File: src/rtl/ifp_pkg.sv
package ifp_pkg;

  typedef enum logic {
    ST_IDLE = 1'b0,
    ST_WAIT = 1'b1
  } ifp_state_t;

  typedef enum logic {
    K_DEMAND   = 1'b0,
    K_PREFETCH = 1'b1
  } ifp_kind_t;

endpackage

File: src/rtl/ifp_next_line.sv
module ifp_next_line #(
  parameter int ADDR_W = 32,
  parameter int OFF_W  = 4
) (
  input  logic [ADDR_W-1:0] line_addr,
  output logic [ADDR_W-1:0] next_addr
);

  logic unused_low;
  assign unused_low = ^line_addr[OFF_W-1:0];

  // Increment the line index; the carry out of the top bit is discarded.
  assign next_addr = {line_addr[ADDR_W-1:OFF_W] + 1'b1, {OFF_W{1'b0}}};

endmodule

File: src/rtl/ifp_beat_asm.sv
module ifp_beat_asm #(
  parameter int BEAT_W = 32,
  parameter int BEATS  = 4
) (
  input  logic                    clk,
  input  logic                    rst,
  input  logic                    clear,
  input  logic                    collect,
  input  logic                    beat_valid,
  input  logic [BEAT_W-1:0]       beat_data,
  output logic                    last,
  output logic [BEAT_W*BEATS-1:0] line_q
);

  localparam int LINE_W = BEAT_W * BEATS;
  localparam int CNT_W  = (BEATS > 1) ? $clog2(BEATS) : 1;

  logic [CNT_W-1:0]  cnt;
  logic              take;
  logic [LINE_W-1:0] line_next;

  assign take = collect && beat_valid;
  assign last = take && (cnt == CNT_W'(BEATS - 1));

  always_ff @(posedge clk) begin
    if (rst || clear) begin
      cnt <= '0;
    end else if (take) begin
      cnt <= last ? '0 : cnt + 1'b1;
    end
  end

  // One storage slot per beat; the beat arriving this cycle bypasses its slot.
  for (genvar i = 0; i < BEATS; i++) begin : g_slot
    logic [BEAT_W-1:0] slot;
    always_ff @(posedge clk) begin
      if (take && cnt == CNT_W'(i)) begin
        slot <= beat_data;
      end
    end
    assign line_next[i*BEAT_W +: BEAT_W] =
      (take && cnt == CNT_W'(i)) ? beat_data : slot;
  end

  always_ff @(posedge clk) begin
    if (rst) begin
      line_q <= '0;
    end else if (last) begin
      line_q <= line_next;
    end
  end

endmodule

File: src/rtl/ifp_ctrl.sv
module ifp_ctrl
  import ifp_pkg::*;
#(
  parameter int ADDR_W = 32,
  parameter int OFF_W  = 4
) (
  input  logic              clk,
  input  logic              rst,
  input  logic              miss_valid,
  input  logic [ADDR_W-1:0] miss_addr,
  input  logic              exec_valid,
  input  logic              exec_hit,
  input  logic [ADDR_W-1:0] next_addr,
  input  logic              burst_done,
  output logic              start,
  output logic              collect,
  output logic              busy,
  output logic              mem_req,
  output logic [ADDR_W-1:0] mem_addr,
  output logic              fill_valid,
  output logic [ADDR_W-1:0] fill_addr,
  output logic              fill_pref
);

  ifp_state_t        state;
  ifp_kind_t         cur_kind;
  ifp_kind_t         start_kind;
  logic [ADDR_W-1:0] cur_addr;
  logic [ADDR_W-1:0] start_addr;
  logic [ADDR_W-1:0] miss_line;
  logic [ADDR_W-1:0] pend_addr;
  logic              pend_valid;
  logic              covers_miss;
  logic              unused_miss_low;

  assign miss_line       = {miss_addr[ADDR_W-1:OFF_W], {OFF_W{1'b0}}};
  assign unused_miss_low = ^miss_addr[OFF_W-1:0];
  assign covers_miss     = (miss_line == cur_addr);

  // Start selection when idle: held miss, then new miss, then prefetch.
  always_comb begin
    start      = 1'b0;
    start_addr = miss_line;
    start_kind = K_DEMAND;
    if (state == ST_IDLE) begin
      if (pend_valid) begin
        start      = 1'b1;
        start_addr = pend_addr;
      end else if (miss_valid) begin
        start      = 1'b1;
      end else if (exec_valid && !exec_hit) begin
        start      = 1'b1;
        start_addr = next_addr;
        start_kind = K_PREFETCH;
      end
    end
  end

  always_ff @(posedge clk) begin
    if (rst) begin
      state      <= ST_IDLE;
      cur_kind   <= K_DEMAND;
      cur_addr   <= '0;
      pend_valid <= 1'b0;
      pend_addr  <= '0;
      mem_req    <= 1'b0;
      mem_addr   <= '0;
      fill_valid <= 1'b0;
      fill_addr  <= '0;
      fill_pref  <= 1'b0;
    end else begin
      mem_req    <= start;
      fill_valid <= 1'b0;
      if (start) begin
        state    <= ST_WAIT;
        mem_addr <= start_addr;
        cur_addr <= start_addr;
        cur_kind <= start_kind;
      end
      if (state == ST_IDLE && pend_valid) begin
        pend_valid <= 1'b0;
      end
      if (state == ST_WAIT) begin
        if (miss_valid && !covers_miss) begin
          pend_valid <= 1'b1;
          pend_addr  <= miss_line;
        end
        if (burst_done) begin
          state      <= ST_IDLE;
          fill_valid <= 1'b1;
          fill_addr  <= cur_addr;
          fill_pref  <= (cur_kind == K_PREFETCH);
        end
      end
    end
  end

  assign collect = (state == ST_WAIT);
  assign busy    = (state != ST_IDLE) || pend_valid;

endmodule

File: src/rtl/ifetch_line_prefetch.sv
module ifetch_line_prefetch #(
  parameter int ADDR_W = 32,
  parameter int BEAT_W = 32,
  parameter int BEATS  = 4
) (
  input  logic                    clk,
  input  logic                    rst,
  input  logic                    miss_valid,
  input  logic [ADDR_W-1:0]       miss_addr,
  input  logic                    exec_valid,
  input  logic [ADDR_W-1:0]       exec_line_addr,
  input  logic                    exec_was_hit,
  output logic                    mem_req,
  output logic [ADDR_W-1:0]       mem_addr,
  input  logic                    mem_rvalid,
  input  logic [BEAT_W-1:0]       mem_rdata,
  output logic                    fill_valid,
  output logic [ADDR_W-1:0]       fill_addr,
  output logic [BEAT_W*BEATS-1:0] fill_data,
  output logic                    fill_is_prefetch
);

  localparam int LINE_W = BEAT_W * BEATS;
  localparam int OFF_W  = $clog2(LINE_W / 8);

  logic [ADDR_W-1:0] nl_addr;
  logic              asm_last;
  logic              ctl_start;
  logic              ctl_collect;
  logic              ctl_busy;

  ifp_next_line #(
    .ADDR_W (ADDR_W),
    .OFF_W  (OFF_W)
  ) u_next (
    .line_addr (exec_line_addr),
    .next_addr (nl_addr)
  );

  ifp_ctrl #(
    .ADDR_W (ADDR_W),
    .OFF_W  (OFF_W)
  ) u_ctrl (
    .clk        (clk),
    .rst        (rst),
    .miss_valid (miss_valid),
    .miss_addr  (miss_addr),
    .exec_valid (exec_valid),
    .exec_hit   (exec_was_hit),
    .next_addr  (nl_addr),
    .burst_done (asm_last),
    .start      (ctl_start),
    .collect    (ctl_collect),
    .busy       (ctl_busy),
    .mem_req    (mem_req),
    .mem_addr   (mem_addr),
    .fill_valid (fill_valid),
    .fill_addr  (fill_addr),
    .fill_pref  (fill_is_prefetch)
  );

  ifp_beat_asm #(
    .BEAT_W (BEAT_W),
    .BEATS  (BEATS)
  ) u_asm (
    .clk        (clk),
    .rst        (rst),
    .clear      (ctl_start),
    .collect    (ctl_collect),
    .beat_valid (mem_rvalid),
    .beat_data  (mem_rdata),
    .last       (asm_last),
    .line_q     (fill_data)
  );

endmodule

File: config.mk
export PLATFORM = sky130hd
export DESIGN_NAME = ifetch_line_prefetch
export DESIGN_NICKNAME = d
export VERILOG_FILES = /design/src/rtl/ifp_pkg.sv /design/src/rtl/ifp_next_line.sv /design/src/rtl/ifp_beat_asm.sv /design/src/rtl/ifp_ctrl.sv /design/src/rtl/ifetch_line_prefetch.sv
export SDC_FILE = /design/constraint.sdc
export NUM_CORES = 1
export LEC_CHECK = 0
export ABC_AREA = 1
export BUFFER_PORTS_ARGS = -buffer_cell sky130_fd_sc_hd__buf_2
export CORE_ASPECT_RATIO = 1.2
export CORE_MARGIN = 10
export CORE_UTILIZATION = 50
export CTS_CLUSTER_DIAMETER = 80
export DETAILED_ROUTE_END_ITERATION = 8
export GPL_ROUTABILITY_DRIVEN = 0
export GPL_TIMING_DRIVEN = 0
export HOLD_SLACK_MARGIN = 0.1
export PLACE_DENSITY_LB_ADDON = 0.25
export SYNTH_ARGS = -nofsm -noshare
export SYNTH_HDL_FRONTEND = slang
export SYNTH_HIERARCHICAL = 1
export SYNTH_SLANG_ARGS = --single-unit
File: constraint.sdc
create_clock -name clk -period 1.85 [get_ports clk]
set_clock_uncertainty 0.2 [all_clocks]
set_input_delay 0.0925 -clock clk [delete_from_list [all_inputs] [get_ports clk]]
set_output_delay 0.0925 -clock clk [all_outputs]
set_load 0.02 [all_outputs]
# Word-level counts from Yosys, hierarchy flattened
# Index checks and enable logic that the tools add are counted.
# totals
in_bits	102
output_inout_bits	195
ff_bits	324
word_cells	58
# op_classes
add_sub_neg	2
eq_ne	4
n_reduce_logical	15
muxes	22
bitwise	1
# ops
cell	count
$mux 32	7
$eq 32x32->1	1
$add 28x1->28 const B	1
$mux 1	14
$logic_and 1x1->1	8
$eq 2x2->1 const B	2
$reduce_and 2->1	2
$add 2x1->2 const B	1
$eq 2x1->1 const B	1
$logic_not 1->1	2
$logic_not 2->1	1
$mux 2	1
$reduce_or 2->1	1
$logic_or 1x1->1	1
$not 1->1	1

# Longest topological paths before layout
# logic_depth
depth_word	9
depth_mapped	14
ltp_nobuf	12

# Modules after synthesis
# Netlist, hierarchy kept.
# by_module_without_submodules
module	instances	area_each_um2	cells_each	seq_area_each_um2
ifp_beat_asm	1	8856.0	1193	4524.3
ifp_ctrl	1	4355.4	591	1961.9
ifp_next_line	1	832.0	162	0.0

# Least setup slack after synthesis
# Ideal clock, no wire load.
# synth_timing
path_kind	register to register
start	register u_asm.cnt[0]
end	register u_ctrl.fill_addr[10]
setup_slack_ps	-177
synth_period_minus_slack_ps	2027
n_path_buf	3
setup_time_ps	60
arrival_time_ps	1767
required_time_ps	1590
stages_incl_launch_ff	9
path_cell_list	dfxtp_1 > ha_1 > nand3_1 > inv_2 > buf_4 > buf_2 > a21oi_1 > clkbuf_1 > a22o_1
# synth_between
elab_chain_len	3
# synth_rtl
item	line_no	rtl
from (decl)	ifp_beat_asm.sv:18	logic [CNT_W-1:0] cnt;
from (signal assigned)	ifp_beat_asm.sv:29	cnt <= last ? '0 : cnt + 1'b1;
$eq 2x2->1	ifp_beat_asm.sv:23	assign last = take && (cnt == CNT_W'(BEATS - 1));
$logic_and 1x1->1	ifp_beat_asm.sv:23	
via asm_last	ifetch_line_prefetch.sv:27	logic asm_last;
$reduce_and 2->1 (no source line)	-	
to (signal assigned)	ifp_ctrl.sv:91	fill_addr <= cur_addr;
to (decl)	ifp_ctrl.sv:21	output logic [ADDR_W-1:0] fill_addr,
# The timed path passes the listed nets, and every way through them passes these cells.
# A chain may end at the register's enable or synchronous reset.

# Final worst setup path
# layout_timing
start	register u_ctrl.cur_addr[16]
end	register u_ctrl.pend_addr[10]
# layout_between
elab_chain_len	4
# layout_rtl
item	line_no	rtl
from (decl)	ifp_ctrl.sv:28	logic [ADDR_W-1:0] cur_addr;
from (signal assigned)	ifp_ctrl.sv:77	cur_addr <= start_addr;
$eq 32x32->1	ifp_ctrl.sv:38	assign covers_miss = (miss_line == cur_addr);
$logic_not 1->1	ifp_ctrl.sv:84	if (miss_valid && !covers_miss) begin
$logic_and 1x1->1	ifp_ctrl.sv:84	
$reduce_and 2->1 (no source line)	-	
to (signal assigned)	ifp_ctrl.sv:86	pend_addr <= miss_line;
to (decl)	ifp_ctrl.sv:31	logic [ADDR_W-1:0] pend_addr;
# No other way between the ends.

==> impl_metrics.toml <==
[timing]
final_hold_viol_count = 0
period_share_pct = 111
fmax_ghz = 0.488
fin_tns_setup_ns = -3.38
fin_ws_ns = -0.201
min_period_ns = 2.05
maxSlewHeadroom_pct = 56.4
rsz0062_at_grt = "yes"
worst_slew_pin_slew_ns = 0.654
finalMaxSlewViolations = 0
setup_viol = 29

[floorplanning]
die-area_mm2 = 0.0352
die_h_um = 204
ios = 297
num_rows = 67
initial_core_util_pct = 50.5
die_w_um = 173
core_area_mm2 = 0.0278

[clocking]
cts_tree = "done"
htree_levels = 2
clock_path_buffers = 3
clk_pin_slew_worst_paths_ns = 0.07
cts_buffers = 34
cts.sinks = 324
insertion_delay_ns = 0.51
cts.root.buffer_cell = "clkbuf_16"

[grt]
grt_usage_pct = 26.8
overflow = 0
grt_start_max_net_pins = 16
antenna_found_initial = 1
grt_pass1_vias = 14500
grt_pass1_wl_um = 77400

[route]
post_drt_wl_per_cell_um = 17.9
totalWireLength_um = 50200
drtAntennaViolNets = 0
route.detailed.drc = 0
drt_first_pass_iters = 5
vias = 14800
viasPerCell = 5.27
drt_iter0_drc = 1274

[logic_synthesis]
syn_area_mm2 = 0.0140
async_flop_share_pct = 0
yosys_warnings = 6
synth_edf_count = 0
ys_ff_latch = 324
ys_seq_area_share_pct = 46.2
syn_area_per_cell_um2 = 7.22
synth_ff_type = "dfxtp_1"
ys_types = 37
synthesis.instances = 1946

[place]
dp_hpwl_um = 35100
port-buffer-count = 287
pre_cts_ws_ns = -0.575
place_area_mm2 = 0.0160

[status]
violations = "setup timing"
status = "complete, but fails checks"

[worst_setup_path]
arrival_ns = 2.25
start_kind = "register"
crit_start = "u_ctrl/cur_addr[16]"
endpoint_kind = "register"
crit_fanout = 6
r2r_start = "u_ctrl/cur_addr[16]"
crit_type = "register to register"
worstPathRequired_ns = 2.05

[layout]
final-seq-area_mm2 = 0.00655
drive_gt1_share_pct = 25.6
layout.nets = 2514
final_cell_area_mm2 = 0.0191
fin_util_pct = 68.8
fill_cells = 2303
area_growth_pct = 36.3
multi_input_area_mm2 = 0.00626

[flow_run]
cap_violations = 0

[power]
p_leak_nw = 9.48
ir_drop_mv = 0.839
power_density_mw_per_mm2 = 926

[min_path]
hp-class = "primary input to register"
worst_hold_startpoint = "rst"
-- cell families after synthesis --
group / synth area share, %
compound gates: 11.1
simple gates: 28.3
other cells: 0.0267
buf+inv: 11.7
flops: 46.2
xor+xnor: 2.24
fa+ha+maj: 0.445
-- synthesized netlist by cell type, types with 14 or more instances --
master / instances / share of area (%)
nand2_1: 547 / 15
buf_4: 14 / 0.75
clkbuf_1: 40 / 1.1
nand4_1: 96 / 4.3
o211ai_1: 19 / 1.0
dfxtp_1: 324 / 46
nor2_1: 115 / 3.1
a22o_1: 21 / 1.3
buf_2: 58 / 2.1
nand3_1: 111 / 4.0
inv_1: 259 / 6.9
o21ai_0: 43 / 1.5
xnor2_1: 22 / 1.4
a21oi_1: 183 / 6.5
-- metal layers --
metal | part of all wire (%) | routed length, um | vias to the layer above | GRT usage, %
li1 | - | - | 7117 | -
met1 | 35 | 17800 | 6696 | 28.7
met2 | 49 | 24800 | 828 | 47.3
met3 | 9.2 | 4630 | 174 | 6.86
met4 | 5.8 | 2920 | 0 | 15.5
met5 | 0 | 0 | - | 0
-- power by group --
group | total [W] | leakage (nW) | switching, W | internal, W
Sequential | 0.00789 | 2.66 | 0.000249 | 0.00764
Combinational | 0.00249 | 6.21 | 0.00152 | 0.000974
Clock | 0.00734 | 0.612 | 0.00282 | 0.00452
-- flip-flops by register name (all words and copies together), names as in the netlist --
name	cells
u_ctrl/fill_pref	1
u_asm/cnt	2
u_ctrl/pend_valid	1
u_ctrl/cur_addr	32
u_ctrl/mem_req	1
u_asm/line_q	128
u_ctrl/cur_kind	1
u_ctrl/collect	1
u_ctrl/fill_valid	1
u_ctrl/fill_addr	32
u_asm/g_slot.slot	96
u_ctrl/pend_addr	28
-- path summary, 6_finish.rpt --
check | depth (start not counted) | to | slack, ns
max | 13 | u_ctrl/pend_addr[10] | -0.20
min reg2reg | 2 | u_asm/g_slot[0].slot[29] | 0.25
min | 5 | u_asm/line_q[35] | 0.14
max reg2reg | 13 | u_ctrl/pend_addr[10] | -0.20
-- worst max-delay path, cell delays in order, from the launching register on --
cell and delay, ns:
dfxtp_4 0.36, xnor2_2 0.18, nand2_2 0.14, nor2_2 0.15, nand2_1 0.08, nor2_2 0.12, nand2_2 0.09, nand3_4 0.10
buf_12 0.14, buf_12 0.11, buf_12 0.12, nand2_4 0.05, nand2_2 0.06, nor2_2 0.04
-- layout make-up --
| type | instances | area share [%] |
|---|---|---|
| flip-flops and latches | 324 | 34.2 |
| multi-input cells | 1235 | 32.7 |
| plain buffers | 122 | 4.17 |
| repair buffers | 425 | 14.9 |
| inverters | 265 | 5.25 |
| clock inverters | 16 | 1.09 |
| clock buffers | 45 | 5.24 |
| diodes | 1 | 0.0131 |
| well taps | 379 | 2.48 |
-- cell usage in the layout, fill, tap and decap left out, types with 13 or more instances in the layout --
cell	count
nand4_1	96
nor2_2	20
a21oi_1	182
a22o_1	21
dlygate4sd3_1	107
clkbuf_16	38
nand2_1	518
buf_4	42
o21ai_0	36
o211ai_1	19
inv_1	251
clkbuf_1	21
nand3_1	107
xnor2_1	13
dfxtp_1	293
buf_2	329
nor2_1	96
dfxtp_2	23
clkbuf_2	13
nand2_2	29
-- repair_timing --
action / in CTS / in global routing
hold endpoints to repair: 284 / 0
hold buffers: 108 / 0
pin swaps: 19 / 39
gates resized for setup: 80 / 145
gates cloned: 2 / 3
buffers inserted: 14 / 14
setup endpoints to repair: 114 / 176
-- through the flow --
| step | hold WS, ns | power, W | cells |
|---|---|---|---|
| after detailed placement | 0.156 | 0.00998 | 2615 |
| after floorplan | 0.0274 | 0.00928 | 1949 |
| final | 0.136 | 0.0177 | 2812 |
| after global routing | 0.154 | 0.0184 | 2811 |
| after global placement | 0.148 | 0.00991 | 2615 |
| after CTS | 0.105 | 0.0176 | 2799 |
(Power assumes the default switching activity.)
